==> config.mk <==
export PLATFORM = sky130hd
export DESIGN_NAME = way_predictor
export DESIGN_NICKNAME = d
export VERILOG_FILES = /design/src/rtl/wp_pkg.sv /design/src/rtl/wp_match.sv /design/src/rtl/wp_alloc.sv /design/src/rtl/way_predictor.sv
export SDC_FILE = /design/constraint.sdc
export NUM_CORES = 1
export LEC_CHECK = 0
export CAP_MARGIN = 40
export CORE_MARGIN = 1
export CORE_UTILIZATION = 30
export CTS_BUF_LIST = sky130_fd_sc_hd__clkbuf_8 sky130_fd_sc_hd__clkbuf_16
export CTS_CLUSTER_SIZE = 16
export DETAILED_ROUTE_END_ITERATION = 6
export DONT_BUFFER_PORTS = 1
export PLACE_DENSITY_LB_ADDON = 0.25
export SLEW_MARGIN = 20
export SYNTH_ARGS = -nofsm -noshare
export SYNTH_HDL_FRONTEND = slang
export SYNTH_SLANG_ARGS = --single-unit
==> constraint.sdc <==
create_clock -name clk -period 5.5 [get_ports clk]
set_input_delay 0.275 -clock clk [delete_from_list [all_inputs] [get_ports clk]]
set_output_delay 0.275 -clock clk [all_outputs]
set_load 0.02 [all_outputs]
==> src/rtl/wp_pkg.sv <==
package wp_pkg;

    // Presence mask: bit 1 = way 0, bit 0 = way 1
    typedef logic [1:0] way_rec_t;

    localparam way_rec_t REC_NONE = 2'b00;
    localparam way_rec_t REC_WAY0 = 2'b10;
    localparam way_rec_t REC_WAY1 = 2'b01;
    localparam way_rec_t REC_BOTH = 2'b11;

    typedef enum logic [2:0] {
        UPD_IDLE,
        UPD_KEEP,
        UPD_MERGE,
        UPD_FILL,
        UPD_EVICT
    } upd_kind_e;

    typedef enum logic {
        AL_FILL,
        AL_ROTATE
    } alloc_state_e;

    function automatic way_rec_t way_bit(input logic way);
        return way ? REC_WAY1 : REC_WAY0;
    endfunction

endpackage

==> src/rtl/wp_match.sv <==
module wp_match #(
    parameter int N  = 8,
    parameter int TW = 20,
    parameter int IW = (N > 1) ? $clog2(N) : 1
) (
    input  logic [TW-1:0]         key,
    input  logic [N-1:0][TW-1:0]  tags,
    input  logic [N-1:0]          vld,
    output logic                  hit,
    output logic [IW-1:0]         idx
);

    logic [N-1:0] hit_vec;

    // one comparator per entry; invalid entries are masked out
    for (genvar g = 0; g < N; g++) begin : g_cmp
        assign hit_vec[g] = vld[g] && (tags[g] == key);
    end

    assign hit = |hit_vec;

    // a tag lives in at most one entry, so OR-ing indices is enough
    always_comb begin
        idx = '0;
        for (int i = 0; i < N; i++) begin
            if (hit_vec[i]) begin
                idx = idx | IW'(i);
            end
        end
    end

endmodule

==> src/rtl/wp_alloc.sv <==
module wp_alloc
    import wp_pkg::*;
#(
    parameter int N  = 8,
    parameter int IW = (N > 1) ? $clog2(N) : 1
) (
    input  logic          clk,
    input  logic          rst_n,
    input  logic [N-1:0]  vld,
    input  logic          alloc,
    output logic [IW-1:0] victim,
    output logic [IW-1:0] ptr_o,
    output logic          full
);

    alloc_state_e  state_q, state_nx;
    logic [IW-1:0] ptr_q;
    logic [IW-1:0] free_idx;
    logic          free_found;
    logic          last_free;

    // lowest-numbered free entry
    always_comb begin
        free_idx   = '0;
        free_found = 1'b0;
        for (int i = 0; i < N; i++) begin
            if (!vld[i] && !free_found) begin
                free_idx   = IW'(i);
                free_found = 1'b1;
            end
        end
    end

    assign last_free = ($countones(~vld) == 1);

    always_comb begin
        state_nx = state_q;
        unique case (state_q)
            AL_FILL:   state_nx = (alloc && last_free) ? AL_ROTATE : AL_FILL;
            AL_ROTATE: state_nx = AL_ROTATE;
            default:   state_nx = AL_FILL;
        endcase
    end

    // state register and round-robin pointer
    always_ff @(posedge clk) begin
        if (!rst_n) begin
            state_q <= AL_FILL;
            ptr_q   <= '0;
        end else begin
            state_q <= state_nx;
            if (alloc) begin
                ptr_q <= (ptr_q == IW'(N - 1)) ? '0 : ptr_q + 1'b1;
            end
        end
    end

    // outputs by state
    always_comb begin
        victim = free_idx;
        full   = 1'b0;
        unique case (state_q)
            AL_FILL: begin
                victim = free_idx;
                full   = 1'b0;
            end
            AL_ROTATE: begin
                victim = ptr_q;
                full   = 1'b1;
            end
            default: begin
                victim = free_idx;
                full   = 1'b0;
            end
        endcase
    end

    assign ptr_o = ptr_q;

endmodule

==> src/rtl/way_predictor.sv <==
module way_predictor
    import wp_pkg::*;
#(
    parameter int TAG_W   = 20,
    parameter int ENTRIES = 8
) (
    input  logic             clk,
    input  logic             rst_n,
    input  logic [TAG_W-1:0] lk_tag,
    output logic             en_way0,
    output logic             en_way1,
    input  logic             up_valid,
    input  logic [TAG_W-1:0] up_tag,
    input  logic             up_way
);

    localparam int IDX_W = (ENTRIES > 1) ? $clog2(ENTRIES) : 1;

    logic [ENTRIES-1:0][TAG_W-1:0] tag_q;
    logic [ENTRIES-1:0][1:0]       rec_q;
    logic [ENTRIES-1:0]            vld_q;

    logic             lk_hit;
    logic [IDX_W-1:0] lk_idx;
    logic             up_hit;
    logic [IDX_W-1:0] up_idx;
    logic [IDX_W-1:0] victim;
    logic [IDX_W-1:0] alloc_ptr;
    logic             full;
    logic             alloc;
    way_rec_t         lk_rec;
    way_rec_t         up_bit;
    upd_kind_e        upd_kind;

    wp_match #(.N(ENTRIES), .TW(TAG_W), .IW(IDX_W)) u_lk_match (
        .key  (lk_tag),
        .tags (tag_q),
        .vld  (vld_q),
        .hit  (lk_hit),
        .idx  (lk_idx)
    );

    wp_match #(.N(ENTRIES), .TW(TAG_W), .IW(IDX_W)) u_up_match (
        .key  (up_tag),
        .tags (tag_q),
        .vld  (vld_q),
        .hit  (up_hit),
        .idx  (up_idx)
    );

    wp_alloc #(.N(ENTRIES), .IW(IDX_W)) u_alloc (
        .clk    (clk),
        .rst_n  (rst_n),
        .vld    (vld_q),
        .alloc  (alloc),
        .victim (victim),
        .ptr_o  (alloc_ptr),
        .full   (full)
    );

    // lookup: enable outputs from the pre-update state
    assign lk_rec = rec_q[lk_idx];

    always_comb begin
        en_way0 = 1'b1;
        en_way1 = 1'b1;
        if (lk_hit) begin
            unique case (lk_rec)
                REC_WAY0: begin
                    en_way0 = 1'b1;
                    en_way1 = 1'b0;
                end
                REC_WAY1: begin
                    en_way0 = 1'b0;
                    en_way1 = 1'b1;
                end
                default: begin
                    en_way0 = 1'b1;
                    en_way1 = 1'b1;
                end
            endcase
        end
    end

    // update classification
    assign up_bit = way_bit(up_way);

    always_comb begin
        if (!up_valid) begin
            upd_kind = UPD_IDLE;
        end else if (up_hit) begin
            upd_kind = ((rec_q[up_idx] & up_bit) != REC_NONE) ? UPD_KEEP : UPD_MERGE;
        end else begin
            upd_kind = full ? UPD_EVICT : UPD_FILL;
        end
    end

    assign alloc = (upd_kind == UPD_FILL) || (upd_kind == UPD_EVICT);

    // record storage
    always_ff @(posedge clk) begin
        if (!rst_n) begin
            vld_q <= '0;
        end else begin
            unique case (upd_kind)
                UPD_MERGE: begin
                    rec_q[up_idx] <= rec_q[up_idx] | up_bit;
                end
                UPD_FILL, UPD_EVICT: begin
                    tag_q[victim] <= up_tag;
                    rec_q[victim] <= up_bit;
                    vld_q[victim] <= 1'b1;
                end
                default: ;
            endcase
        end
    end

endmodule

==> results.toml <==
[sta]
fin_crit_ns = 4.322
skew_ns = 0.01502
timing.fmax_mhz = 231.4
slew_viol_final = 0
timing.setup.tns_ns = 0
rsz0062_at_grt = "false"
worst_slew_pin_slew_ns = 0.9164
max-slew-margin-rel_pct = 38.34
layout_setup_ws_ns = 1.178
holdWs_ns = 0.03311
period_share_pct = 78.58
setup_viol = 0
finalHoldViolations = 0

[setup_path]
crit_path_max_incr_delay_ns = 0.51
cp_num_buf_inv = 1
worstPathRequired_ns = 5.22
path_class = "flip-flop to output pin"
crit_path_start_kind = "flip-flop"
cpMostUsedCell = "mux2i_1"
cp-end-kind = "output pin"
critical-path-top-delay-family = "simple AND/OR/NAND/NOR gates"
crit_fanout = 6
critPathSlowestCell = "or3b_1"
path_cells = "xor2_1, nor4_1, nand4_1, nor3_1, a41oi_1, o211ai_1, buf_4, mux2i_1, mux2i_1, mux2_1, or3b_1"
cp_data_arrival_time_ns = 4.05

[synthesis]
yosysSeqAreaShare_pct = 48.18
yosys-top-cells-area = "edfxtp_1 46%, xnor2_1 15%, xor2_1 9.1%"
yosys_most_used_dff = "edfxtp_1"
ys_ff_latch = 188
netlist.area_leader.share_pct = 46.08
synthesis.instances = 1010
synth_edf_count = 176
syn_avg_cell_area_um2 = 11.35
syn_area_um2 = 11470
yosys_warnings = 0
synth-async-reset-ratio_pct = 0
ys_types = 69
synth_fp_nets = 1068
synth_top_cell_by_area = "edfxtp_1"

[worst_hold_path]
holdCritPathClass = "input pin to flip-flop"

[power]
power_frac_comb_pct = 9.4
p_leak_nw = 3.810
irDropWorstVdd_v = 0.0002020
clock_power_share_pct = 40.6
p_switching_mw = 0.7677
p_int_mw = 2.420
power_frac_seq_pct = 50.0
power_density_nw_per_um2 = 248.3
swShare_pct = 24.09

[placement]
hpwl_mm = 26.84
place_congestion = 0.9584
placed_cell_area_um2 = 12030
portBuffers = 0
place_ws_ns = 1.441

[cells_and_area]
n_antenna_cell = 0
layout-drive-gt1-share_pct = 6.816
fill_cells = 3837
design_area_um2 = 12840
nets = 1073
multi_input_area_um2 = 5675
seq_area_um2 = 5525
syn_to_final_growth_pct = 11.94

[drt]
drtAntennaViolNets = 0
wl_per_cell_um = 29.17
drc = 0
vias = 8565
avgViaCountPerCell = 5.569
initialDrtViolationCount = 955
wl_mm = 44.86
dr.pass1.iters = 5

[global_route]
track_usage_pct = 23.60
gr-total-overflow = 0
grt_max_degree = 21
grt_pass1_wl_mm = 62.85
antenna_found_initial = 0
first_global_vias = 8523

[clocking]
clk_pin_slew_ns = 0.07
cts_tree = "built"
h-tree-depth = 4
clk-insertion-delay-late_ns = 0.46
ctsLongestPathBuffers = 2
cts_buffers = 17
cts.sinks = 188
cts_resized = 0
cts_root_buffer = "clkbuf_16"

[floorplanning]
row_count = 71
fp.dieH_um = 197.5
initial_core_util_pct = 30.45
fp.dieW_um = 197.5
die_area_um2 = 39010
io_pins = 46
coreArea_um2 = 37670

[run_status]
status = "finished, final reports clean"

[job]
max-cap-violations = 0
-- path summary, 6_finish.rpt --
kind                    startpoint                to  slack (ns)  cells past startpoint
setup / recovery        tag_q[143]           en_way0        1.18                     11
hold / removal              up_way         rec_q[15]        0.03                      1
setup reg to reg         tag_q[28]         tag_q[10]        1.41                     11
hold reg to reg   u_alloc.ptr_o[0]  u_alloc.ptr_o[0]        0.53                      2
-- final cells by class --
cell class	count	share of cell area, %
clock buffers	17	3.314
flip-flops and latches	188	43.04
well taps	511	4.981
inverters	20	0.5848
repair buffers	31	2.554
clock inverters	14	1.316
multi-input cells	757	44.21
-- state kept, by name, summed over array words and instances (netlist names) --
name             cells
vld_q                8
u_alloc.ptr_o        3
u_alloc.state_q      1
rec_q               16
tag_q              160
-- power by group through the flow --
stage	clock network (mW)	logic, mW	registers, mW
2_1_floorplan	0	0.240	1.62
3_3_place_gp	0	0.239	1.62
3_5_place_dp	0	0.238	1.63
4_1_cts	1.30	0.296	1.59
5_1_grt	1.35	0.323	1.59
6_report	1.29	0.299	1.59
-- placed cells by master (no fill, tap or decap), drive strengths merged, types with 5 or more instances in the layout --
cell type | synthesis | layout
and2 | 8 | 8
inv | 19 | 21
ha | 10 | 10
nor2b | 6 | 6
nor3b | 5 | 5
nor2 | 38 | 38
nand3 | 30 | 30
nor4b | 6 | 6
o22ai | 6 | 6
or3b | 9 | 9
buf | 23 | 10
xor2 | 119 | 119
edfxtp | 176 | 176
mux2i | 17 | 17
clkinv | 1 | 9
o21a | 6 | 6
dfxtp | 12 | 12
a21oi | 12 | 12
clkbuf | 22 | 17
or4 | 9 | 9
or4b | 5 | 5
a21boi | 6 | 6
dlygate4sd3 | 0 | 21
nand4 | 76 | 76
nor4 | 44 | 44
o21ai | 8 | 8
nand2b | 9 | 9
nor3 | 22 | 22
xnor2 | 200 | 200
nand2 | 52 | 52
or2 | 5 | 5
-- per-stage QoR --
| step | utilization (%) | total power [mW] | std cells |
|---|---|---|---|
| finish | 34.08 | 3.187 | 1538 |
| global route | 34.08 | 3.272 | 1538 |
| CTS | 34.07 | 3.190 | 1537 |
| detailed placement | 31.93 | 1.863 | 1485 |
| global placement | 31.65 | 1.864 | 1477 |
| floorplan | - | 1.861 | 1010 |
-- cells by family (layout without fill, tap and decap cells) --
family / count (synthesis) / in the layout / share of synthesized area, %
fa+ha+maj: 14 / 14 / 1.789
mux: 18 / 18 / 1.582
flops: 188 / 188 / 48.18
xor+xnor: 319 / 319 / 24.36
simple gates: 342 / 342 / 17.34
compound gates: 64 / 64 / 4.288
buf+inv: 65 / 82 / 2.465
-- per-layer routing --
layer / up-vias / global-route usage, % / share of wire [%]
met5: - / 0 / 0
met4: 0 / 12.66 / 5.5
met3: 118 / 5.037 / 9.3
met1: 4268 / 31.60 / 42
met2: 485 / 35.51 / 43
li1: 3694 / - / -
-- Yosys cell counts, types with 8 or more instances --
cell type	count
nand4_1	76
xnor2_1	200
dfxtp_1	12
mux2i_1	17
or4_1	8
a21oi_1	12
nor4_1	44
nor3_1	16
inv_1	18
buf_2	19
nand2b_1	9
nand3_1	30
edfxtp_1	176
nand2_1	52
and2_1	8
nor2_1	37
xor2_1	119
ha_1	10
clkbuf_1	22
-- what timing repair did --
action / CTS / global route
hold buffers: 21 / 0
endpoints found under the hold margin: 172 / 0
setup buffers: 0 / 0
Power figures use the tool's default switching activity.
